**src/rtl/csel_prefix_adder.sv**
```systemverilog
module csel_prefix_adder #(
  parameter int WIDTH   = 64,
  parameter int BLK     = 8,
  parameter bit OUT_REG = 1'b1
) (
  input  logic             clk,
  input  logic             rst,
  input  logic [WIDTH-1:0] a,
  input  logic [WIDTH-1:0] b,
  input  logic             cin,
  output logic [WIDTH-1:0] sum,
  output logic             cout
);
  localparam int NB = WIDTH / BLK;
  localparam int LV = $clog2(BLK);

  if ((WIDTH % BLK) != 0 || BLK < 2) begin : g_bad_cfg
    $error("csel_prefix_adder: BLK must be at least 2 and divide WIDTH");
  end

  logic [NB:0]      bc;
  logic [WIDTH-1:0] s_c;

  assign bc[0] = cin;

  for (genvar bi = 0; bi < NB; bi++) begin : g_blk
    localparam int LO = bi * BLK;
    logic [BLK-1:0]         xa, xb;
    logic [LV:0][BLK-1:0]   gg, pp;
    logic [BLK:0]           z, one, run;
    logic                   pp_unused;

    assign xa    = a[LO +: BLK];
    assign xb    = b[LO +: BLK];
    assign gg[0] = xa & xb;
    assign pp[0] = xa ^ xb;

    for (genvar k = 1; k <= LV; k++) begin : g_lvl
      localparam int SP = 1 << (k - 1);
      for (genvar i = 0; i < BLK; i++) begin : g_bit
        if (i >= SP) begin : g_node
          assign gg[k][i] = gg[k-1][i] | (pp[k-1][i] & gg[k-1][i-SP]);
          assign pp[k][i] = pp[k-1][i] & pp[k-1][i-SP];
        end else begin : g_pass
          assign gg[k][i] = gg[k-1][i];
          assign pp[k][i] = pp[k-1][i];
        end
      end
    end
    assign pp_unused = ^pp[LV];

    assign z = {gg[LV][BLK-1], pp[0] ^ {gg[LV][BLK-2:0], 1'b0}};

    assign run[0] = 1'b1;
    for (genvar j = 0; j <= BLK; j++) begin : g_inc
      if (j < BLK) begin : g_chain
        assign run[j+1] = run[j] & z[j];
      end
      assign one[j] = z[j] ^ run[j];
    end

    assign {bc[bi+1], s_c[LO +: BLK]} = bc[bi] ? one : z;
  end

  if (OUT_REG) begin : g_reg
    always_ff @(posedge clk) begin
      if (rst) begin
        sum  <= '0;
        cout <= 1'b0;
      end else begin
        sum  <= s_c;
        cout <= bc[NB];
      end
    end
  end else begin : g_comb
    logic ctl_unused;
    assign ctl_unused = clk ^ rst;
    assign sum  = s_c;
    assign cout = bc[NB];
  end
endmodule

```
**config.mk**
```make
export PLATFORM = sky130hd
export DESIGN_NAME = csel_prefix_adder
export DESIGN_NICKNAME = d
export VERILOG_FILES = /design/src/rtl/csel_prefix_adder.sv
export SDC_FILE = /design/constraint.sdc
export NUM_CORES = 1
export LEC_CHECK = 0
export ABC_AREA = 1
export BUFFER_PORTS_ARGS = -buffer_cell sky130_fd_sc_hd__buf_2
export CAP_MARGIN = 20
export CORE_MARGIN = 3
export CORE_UTILIZATION = 52
export DETAILED_ROUTE_END_ITERATION = 8
export PLACE_DENSITY = 0.82
export SETUP_SLACK_MARGIN = 0.3
export SYNTH_ARGS = -nofsm -noshare
export SYNTH_HDL_FRONTEND = slang
export SYNTH_SLANG_ARGS = --single-unit
```
**constraint.sdc**
```tcl
create_clock -name clk -period 5.1 [get_ports clk]
set_clock_uncertainty 0.15 [all_clocks]
set_input_delay 1.02 -clock clk [delete_from_list [all_inputs] [get_ports clk]]
set_output_delay 1.02 -clock clk [all_outputs]
set_load 0.01 [all_outputs]
```
# Word level (Yosys, flattened, before mapping)
# Cells that the tools add are included.
[op_classes]
mux = 8
n_bitwise = 504
[op_table]
columns = ["cell", "n"]
rows = [
  ["$and A1 B1 Y1", 272],
  ["$or A1 B1 Y1", 136],
  ["$xor A8 B8 Y8", 16],
  ["$mux W9", 8],
  ["$and A8 B8 Y8", 8],
  ["$xor A1 B1 Y1", 64],
  ["$not A1 Y1", 8],
]
[word_totals]
regBits = 65
in_bits = 131
out_inout_bits = 65

# Depth between registers and ports, before layout
# Gate-level depths: netlist (run 1).
[depth]
ltp_word = 23
depth_mapped = 28
mapped_depth_nobuf = 28

# Worst setup path after synthesis (run 1)
# OpenSTA, ideal clock, no wires.
[synth_path]
kind = "input -> register"
from = "input port a[0]"
to = "register sum[57]"
arrival_ns = 4.141
path_slack_ns = 0.696
path_stages = 25
path_buffers = 0
cell_sequence = "ha_1 -> fa_1 -> ha_1 -> ha_1 -> ha_1 -> ha_1 -> ha_1 -> ha_1 -> ha_1 -> nand2_1 -> nand3_1 -> nand2_2 -> inv_4 -> nand2_4 -> nand3_2 -> nand2_4 -> nand2_4 -> nand2_2 -> nand2_2 -> nand2_4 -> nand2_4 -> nand3_2 -> nand3_1 -> nand2_1 -> nor2_1"
[synth_via]
elab_chain_len = 19
[synth_rtl]
columns = ["element", "line_no", "rtl"]
rows = [
  ["start: declaration", "8", "input logic [WIDTH-1:0] a,"],
  ["$and A8 B8 Y8", "35", "assign gg[0] = xa & xb;"],
  ["$and A1 B1 Y1", "42", "assign gg[k][i] = gg[k-1][i] | (pp[k-1][i] & gg[k-1][i-SP]);"],
  ["$or A1 B1 Y1", "42", ""],
  ["$xor A8 B8 Y8 / $and A1 B1 Y1 (equally long branches)", "52, 42", ""],
  ["$and A1 B1 Y1 / $or A1 B1 Y1 (equally long branches)", "57, 42", ""],
  ["$and A1 B1 Y1 / $xor A8 B8 Y8 (equally long branches)", "57, 52", ""],
  ["$and A1 B1 Y1 (4 in series)", "57", "assign run[j+1] = run[j] & z[j];"],
  ["$xor A1 B1 Y1", "59", "assign one[j] = z[j] ^ run[j];"],
  ["$mux W9 * (8 in series)", "62", "assign {bc[bi+1], s_c[LO +: BLK]} = bc[bi] ? one : z;"],
  ["end signal: assignment", "68", "sum <= '0;"],
  ["end signal: assignment", "71", "sum <= s_c;"],
  ["end: declaration", "11", "output logic [WIDTH-1:0] sum,"],
]
# Every way passes the cells marked *; elsewhere a longest branch is shown, timed or not.
# A chain may end at the register's enable or synchronous reset.

# Final worst setup path (run 1)
[layout_path]
from = "input port a[0]"
to = "register sum[52]"
[layout_via]
elab_chain_len = 18
[layout_rtl]
columns = ["element", "line_no"]
rows = [
  ["$and A8 B8 Y8", "35"],
  ["$and A1 B1 Y1", "42"],
  ["$or A1 B1 Y1", "42"],
  ["$xor A8 B8 Y8 / $and A1 B1 Y1 (equally long branches)", "52, 42"],
  ["$and A1 B1 Y1 / $or A1 B1 Y1 (equally long branches)", "57, 42"],
  ["$and A1 B1 Y1 / $xor A8 B8 Y8 (equally long branches)", "57, 52"],
  ["$and A1 B1 Y1 (4 in series)", "57"],
  ["$xor A1 B1 Y1", "59"],
  ["$mux W9 * (7 in series)", "62"],
]
# Marked as above.

==> results of run 1 <==
-- per-layer routing --
metal,vias up,part of all wire,GRT usage
met3,26,0.072,0.0455
met5,-,0,0
met4,0,0.025,0.0829
li1,2816,-,-
met2,155,0.48,0.366
met1,2299,0.42,0.248
-- flip-flops by register name (all words and copies together), names as in the netlist --
signal and count:
sum 64, cout 1
-- layout make-up --
class,instances,area share
Clock buffer,11,0.0216
Clock inverter,5,0.00535
Inverter,99,0.0533
Multi-Input combinational cell,555,0.569
Sequential cell,65,0.186
Tap cell,136,0.0243
Timing Repair Buffer,197,0.141
-- timing repair --
item                                    4_1_cts  5_1_grt
resized for setup                             0        3
setup buffers                                 0        0
endpoints found under the setup margin        0       15
-- power breakdown --
part | leakage (nW) | internal (mW) | switching, mW
Combinational | 3.37 | 0.372 | 0.546
Clock | 0.0919 | 0.204 | 0.208
Sequential | 0.543 | 0.614 | 0.0283
Total | 4.00 | 1.19 | 0.783
-- cell usage after synthesis, drive strengths merged --
cell type / instances
ha: 120
nand2: 100
inv: 99
nor2: 79
a21oi: 76
dfxtp: 65
o21ai: 64
nand3: 37
xor2: 28
xnor2: 23
clkbuf: 8
fa: 8
o21bai: 5
buf: 4
o21a: 3
a21o: 2
nand3b: 2
nand4: 2
nor3: 2
or2: 2
a31oi: 1
o211ai: 1
-- stage by stage --
step | cells | util
2_1_floorplan | 731 | -
3_3_place_gp | 1052 | 0.648
3_5_place_dp | 1052 | 0.648
4_1_cts | 1068 | 0.666
5_1_grt | 1068 | 0.667
6_report | 1068 | 0.667
-- cells by family after synthesis --
logic type,Yosys count
adders and majority gates,128
AOI/OAI and AO/OA,152
DFF,65
and+or+nand+nor,224
buffers and inverters,111
xor gates and xnor gates,51
-- critical path: stages --
cell and delay (ns):
buf_2 0.10, ha_1 0.22, fa_1 0.45, ha_1 0.21
ha_1 0.18, ha_1 0.18, ha_1 0.18, ha_1 0.18
ha_1 0.18, ha_1 0.17, nand2_1 0.08, nand3_1 0.13
nand2_4 0.16, inv_4 0.07, nand2_4 0.07, nand2_4 0.09
nand2_4 0.10, nand2_4 0.06, nand2_1 0.07, nand3_2 0.10
nand2_4 0.17, nand2_4 0.10, nand2_4 0.14, inv_2 0.09
nor2_1 0.10, nor2_1 0.06
-- worst paths after layout --
kind              from       to  slack [ns]  depth (start not counted)
setup / recovery  a[0]  sum[52]        0.50                         26
hold / removal     rst   sum[0]        0.77                          2
==> key figures, run 1 <==
Outcome
  • Status: finished, final reports clean

Synthesis
  • Mean Syn Cell Area: 7.79 sq um
  • Post-synthesis simple-gate area fraction: 0.187
  • Syn Nets: 990
  • Register area share after synthesis: 0.229
  • Synthesized netlist cell count: 731
  • Mux cell area share after synthesis: 0
  • Yosys top cell by area: ha_1
  • Post-synthesis cell area: 5690 sq um
  • Synth Area in Adders: 0.292
  • Yosys warns: 0
  • Largest family of logic cells by synthesized area: adder cells
  • Synth cell types: 31
  • Dominant cells by area after synthesis: ha_1, dfxtp_1, a21oi_1
  • Synth Area in Compound Gates: 0.140
  • Post-synth top area share: 0.264
  • Seq cells post-synth: 65
  • Post-synthesis xor/xnor area fraction: 0.0784

Timing
  • Setup_tns: 0 ns
  • Worst Max-Slew Pin Slew: 0.980 ns
  • Setup ws final: 0.497 ns
  • Hold Vio Cnt, Final: 0
  • Slew headroom: 0.346
  • Final hold slack: 0.770 ns
  • Post-route clock period utilization: 0.903
  • # setup viols final: 0
  • RSZ-0062 raised after global routing: no
  • Tmin final: 4.60 ns
  • FMAX: 217 MHz
  • Pins Over Slew Limit: 0

Setup path
  • Crit. End Element: register
  • Startpoint class of the critical path: primary input
  • Worst path required time: 5.18 ns
  • CP Max Fanout: 13
  • Kind of critical path: in2reg
  • Arrival time worst endpoint: 4.69 ns

Detailed routing
  • Routed len/inst: 11.8 microns
  • Vias per std cell: 4.96
  • Via count: 5,296
  • Initial DRC Count: 256
  • Final wirelength: 12,600 microns
  • Routed Antenna Nets: 0
  • Residual DRC: 0
  • Pre-antenna DRT Iters: 5

Global route
  • First-pass GRT wire length: 22,000 microns
  • GRT overflow: 0
  • Vias in the first global route: 5,162
  • Total GRT Usage: 0.209
  • Largest net degree at the start of global routing: 37
  • Initial antenna violation count: 0

Floorplan
  • Die width: 111 microns
  • Total core area: 10,500 sq um
  • Die Ht: 111 microns
  • Die Footprint: 12,200 sq um
  • IO Count: 196
  • Row count: 37
  • Initial Util: 0.542

Finish
  • Most frequent cells in the layout: buf_2, ha_1, inv_1
  • Non-Filler Cell Area, Final: 7010 sq um
  • Nets@finish: 1,186
  • Seq. cell area: 1300 sq um
  • Fraction of layout cells with a size suffix above 1: 0.266
  • Multi-input combinational cell area: 3990 sq um
  • N_diodes: 0
  • Layout Area Growth over Synthesis: 23.2%
  • Fill cells: 921
  • Commonest non-fill, non-tap cell in the layout: buf_2

Flow run
  • Max cap viols: 0

Placed design
  • Hpwl dp: 10,800 microns
  • Gpl congestion: 0.880
  • Dpl ws: 0.0968 ns
  • DP Area: 6810 sq um
  • I/O Buffers: 195

Clock network
  • Cts bufs inserted: 9
  • Clock Sinks: 65
  • Clock-pin slew on the worst setup and hold paths: 0.07 ns
  • Max clock buf depth: 2
  • CTS tree: built
  • CTS H-Tree Depth: 3
  • Post-cts hold buffer count: 0
  • Root buf cell: clkbuf_8

Pwr
  • Lkg Pwr: 4.00 nW
  • P per Cell Area: 281 nW/um^2
  • Design Power: 1.97 mW
  • Peak supply drop: 0.147 mV

Min path
  • Hold crit path type: in2reg
Note: power is estimated with default switching activity, not from simulation.
==> run 2, diff against run 1 <==
--- a/config.mk
+++ b/config.mk
@@ -11,7 +11,7 @@
 export CORE_MARGIN = 3
 export CORE_UTILIZATION = 52
 export DETAILED_ROUTE_END_ITERATION = 8
-export PLACE_DENSITY = 0.82
+export PLACE_DENSITY = 0.86
 export SETUP_SLACK_MARGIN = 0.3
 export SYNTH_ARGS = -nofsm -noshare
 export SYNTH_HDL_FRONTEND = slang
==> run 2 against run 1 <==
Sequential share of layout area shrank 0.31 points. Critical path depth is the same. Core utilization grew 1.1 points.
==> key figures, run 2 (same netlist as run 1, synthesis figures left out) <==
Outcome
  • Status: finished, final reports clean (unchanged)

Floorplan
  • IO Count: 196 (unchanged)
  • Total core area: 10,500 sq um (unchanged)
  • Initial Util: 0.542 (unchanged)
  • Die Footprint: 12,200 sq um (unchanged)
  • Die Ht: 111 microns (unchanged)
  • Die width: 111 microns (unchanged)
  • Row count: 37 (unchanged)

Global route
  • Initial antenna violation count: 1 (was 0)
  • Total GRT Usage: 0.212 (was 0.209)
  • Met1 Track Usage GR: 0.256 (was 0.248)
  • GRT met2 Usage: 0.368 (was 0.366)
  • First-pass GRT wire length: 22,200 microns (was 22,000 microns)
  • Vias in the first global route: 5,267 (was 5,162)
  • M3 GR Usage: 0.0460 (was 0.0455)
  • Largest net degree at the start of global routing: 33 (was 37)
  • GRT overflow: 0 (unchanged)
  • GR peak layer: met2 (unchanged)

Pwr
  • Peak supply drop: 0.176 mV (was 0.147 mV)
  • Lkg Pwr: 4.04 nW (was 4.00 nW)
  • P per Cell Area: 287 nW/um^2 (was 281 nW/um^2)

Finish
  • Layout Area Growth over Synthesis: 25.3% (was 23.2%)
  • Largest register FFs: 64 (unchanged)
  • Top flop regs: sum x64, cout x1 (unchanged)
  • Fraction of layout cells with a size suffix above 1: 0.270 (was 0.266)
  • Fin cells: 1,073 (was 1,068)
  • Commonest non-fill, non-tap cell in the layout: buf_2 (unchanged)
  • Most frequent cells in the layout: buf_2, ha_1, inv_1 (unchanged)
  • Seq. cell area: 1300 sq um (unchanged)
  • Multi-input combinational cell area: 4080 sq um (was 3990 sq um)
  • Non-Filler Cell Area, Final: 7130 sq um (was 7010 sq um)
  • Top reg by flops: sum (unchanged)
  • Nets@finish: 1,190 (was 1,186)
  • Fill cells: 867 (was 921)

Min path
  • Hold-critical path endpoint: sum[14] (was sum[0])
  • Worst hold stages: 2 (unchanged)
  • Hold Path Origin: rst (unchanged)
  • Hold crit path type: in2reg (unchanged)

Clock network
  • Cts bufs inserted: 9 (unchanged)
  • Clock-pin slew on the worst setup and hold paths: 0.07 ns (about the same)
  • Clock Sinks: 65 (unchanged)
  • Root buf cell: clkbuf_8 (unchanged)
  • CTS H-Tree Depth: 3 (unchanged)
  • CTS tree: built (unchanged)
  • Max clock buf depth: 2 (unchanged)
  • Post-cts hold buffer count: 0 (unchanged)

Setup path
  • CP bufs+invs: 4 (was 3)
  • Crit. End Element: register (unchanged)
  • Most frequent CP cell: ha_1
  • Startpoint class of the critical path: primary input (unchanged)
  • Worst path required time: 5.18 ns (about the same)
  • Kind of critical path: in2reg (unchanged)
  • CP Max Fanout: 12 (was 13)
  • Max stage delay on crit path: 0.46 ns (was 0.45 ns)
  • Worst path slowest cell: fa_1 (unchanged)
  • Crit-path leading delay family: adder cells (unchanged)
  • Arrival time worst endpoint: 4.64 ns (was 4.69 ns)
  • Setup crit start: a[0] (unchanged)

Timing
  • Pins Over Slew Limit: 0 (unchanged)
  • Slew headroom: 0.478 (was 0.346)
  • # setup viols final: 0 (unchanged)
  • Hold Vio Cnt, Final: 0 (unchanged)
  • Tmin final: 4.56 ns (was 4.60 ns)
  • Worst Max-Slew Pin Slew: 0.782 ns (was 0.980 ns)
  • Setup_tns: 0 ns (unchanged)
  • RSZ-0062 raised after global routing: no (unchanged)
  • FMAX: 219 MHz (was 217 MHz)
  • Post-route clock period utilization: 0.894 (was 0.903)

Detailed routing
  • Via count: 5,346 (was 5,296)
  • Routed len/inst: 12.4 microns (was 11.8 microns)
  • Residual DRC: 0 (unchanged)
  • Pre-antenna DRT Iters: 4 (was 5)
  • Final wirelength: 13,300 microns (was 12,600 microns)
  • Initial DRC Count: 224 (was 256)
  • Routed Antenna Nets: 0 (unchanged)
  • Vias per std cell: 4.98 (was 4.96)

Placed design
  • DP Area: 6800 sq um (was 6810 sq um)
  • I/O Buffers: 195 (unchanged)
  • Gpl congestion: 0.856 (was 0.880)
  • Placed cell count: 1,051 (was 1,052)
  • Hpwl dp: 11,200 microns (was 10,800 microns)

Flow run
  • Max cap viols: 0 (unchanged)
-- run 2: changes by cell type in the layout (fill, tap and decap cells not counted), moves of 2 or more --
cell and delta:
nand2_2 -2, nand2_8 +4, buf_4 +3, nand3_2 -2
nand3_4 +3
-- run 2: timing repair --
item / 4_1_cts / 5_1_grt
buffers inserted: 0 / 4
setup endpoints to repair: 0 / 23
resized for setup: 0 / 15
-- run 2: layout make-up --
class                      count  share of cell area
antenna                        1            0.000351
multi-input combinational    556               0.571
timing repair buffer         200               0.142
clock inverter                 5             0.00772
inverter                      99              0.0524
sequential                    65               0.182
tap                          136              0.0239
clock buffer                  11              0.0198
-- run 2: where the power goes --
group / switching (mW) / leakage [nW] / internal (mW)
registers: 0.0305 / 0.543 / 0.614
clock network: 0.201 / 0.0953 / 0.238
logic: 0.572 / 3.40 / 0.390
-- run 2: stage by stage --
step | power, mW | setup slack [ns] | utilization | hold slack, ns
global route | 2.22 | 0.279 | 0.679 | 0.784
global placement | 1.54 | 0.142 | 0.647 | 1.14
CTS | 2.01 | 0.407 | 0.666 | 0.769
finish | 2.04 | 0.542 | 0.679 | 0.784
detailed placement | 1.57 | 0.0320 | 0.647 | 1.14
floorplan | 1.28 | 0.696 | - | 0.939
-- run 2: metal layers --
metal / vias up / part of all wire
li1: 2828 / -
met5: - / 0
met3: 23 / 0.071
met4: 0 / 0.021
met2: 165 / 0.47
met1: 2330 / 0.43
-- run 2: how the worst max path moves through the flow --
stage,endpoint,cells after the start
2_1_floorplan,sum[57],25
3_3_place_gp,sum[60],27
3_5_place_dp,sum[55],26
4_1_cts,sum[58],27
5_1_grt,sum[53],26
6_report,sum[55],26
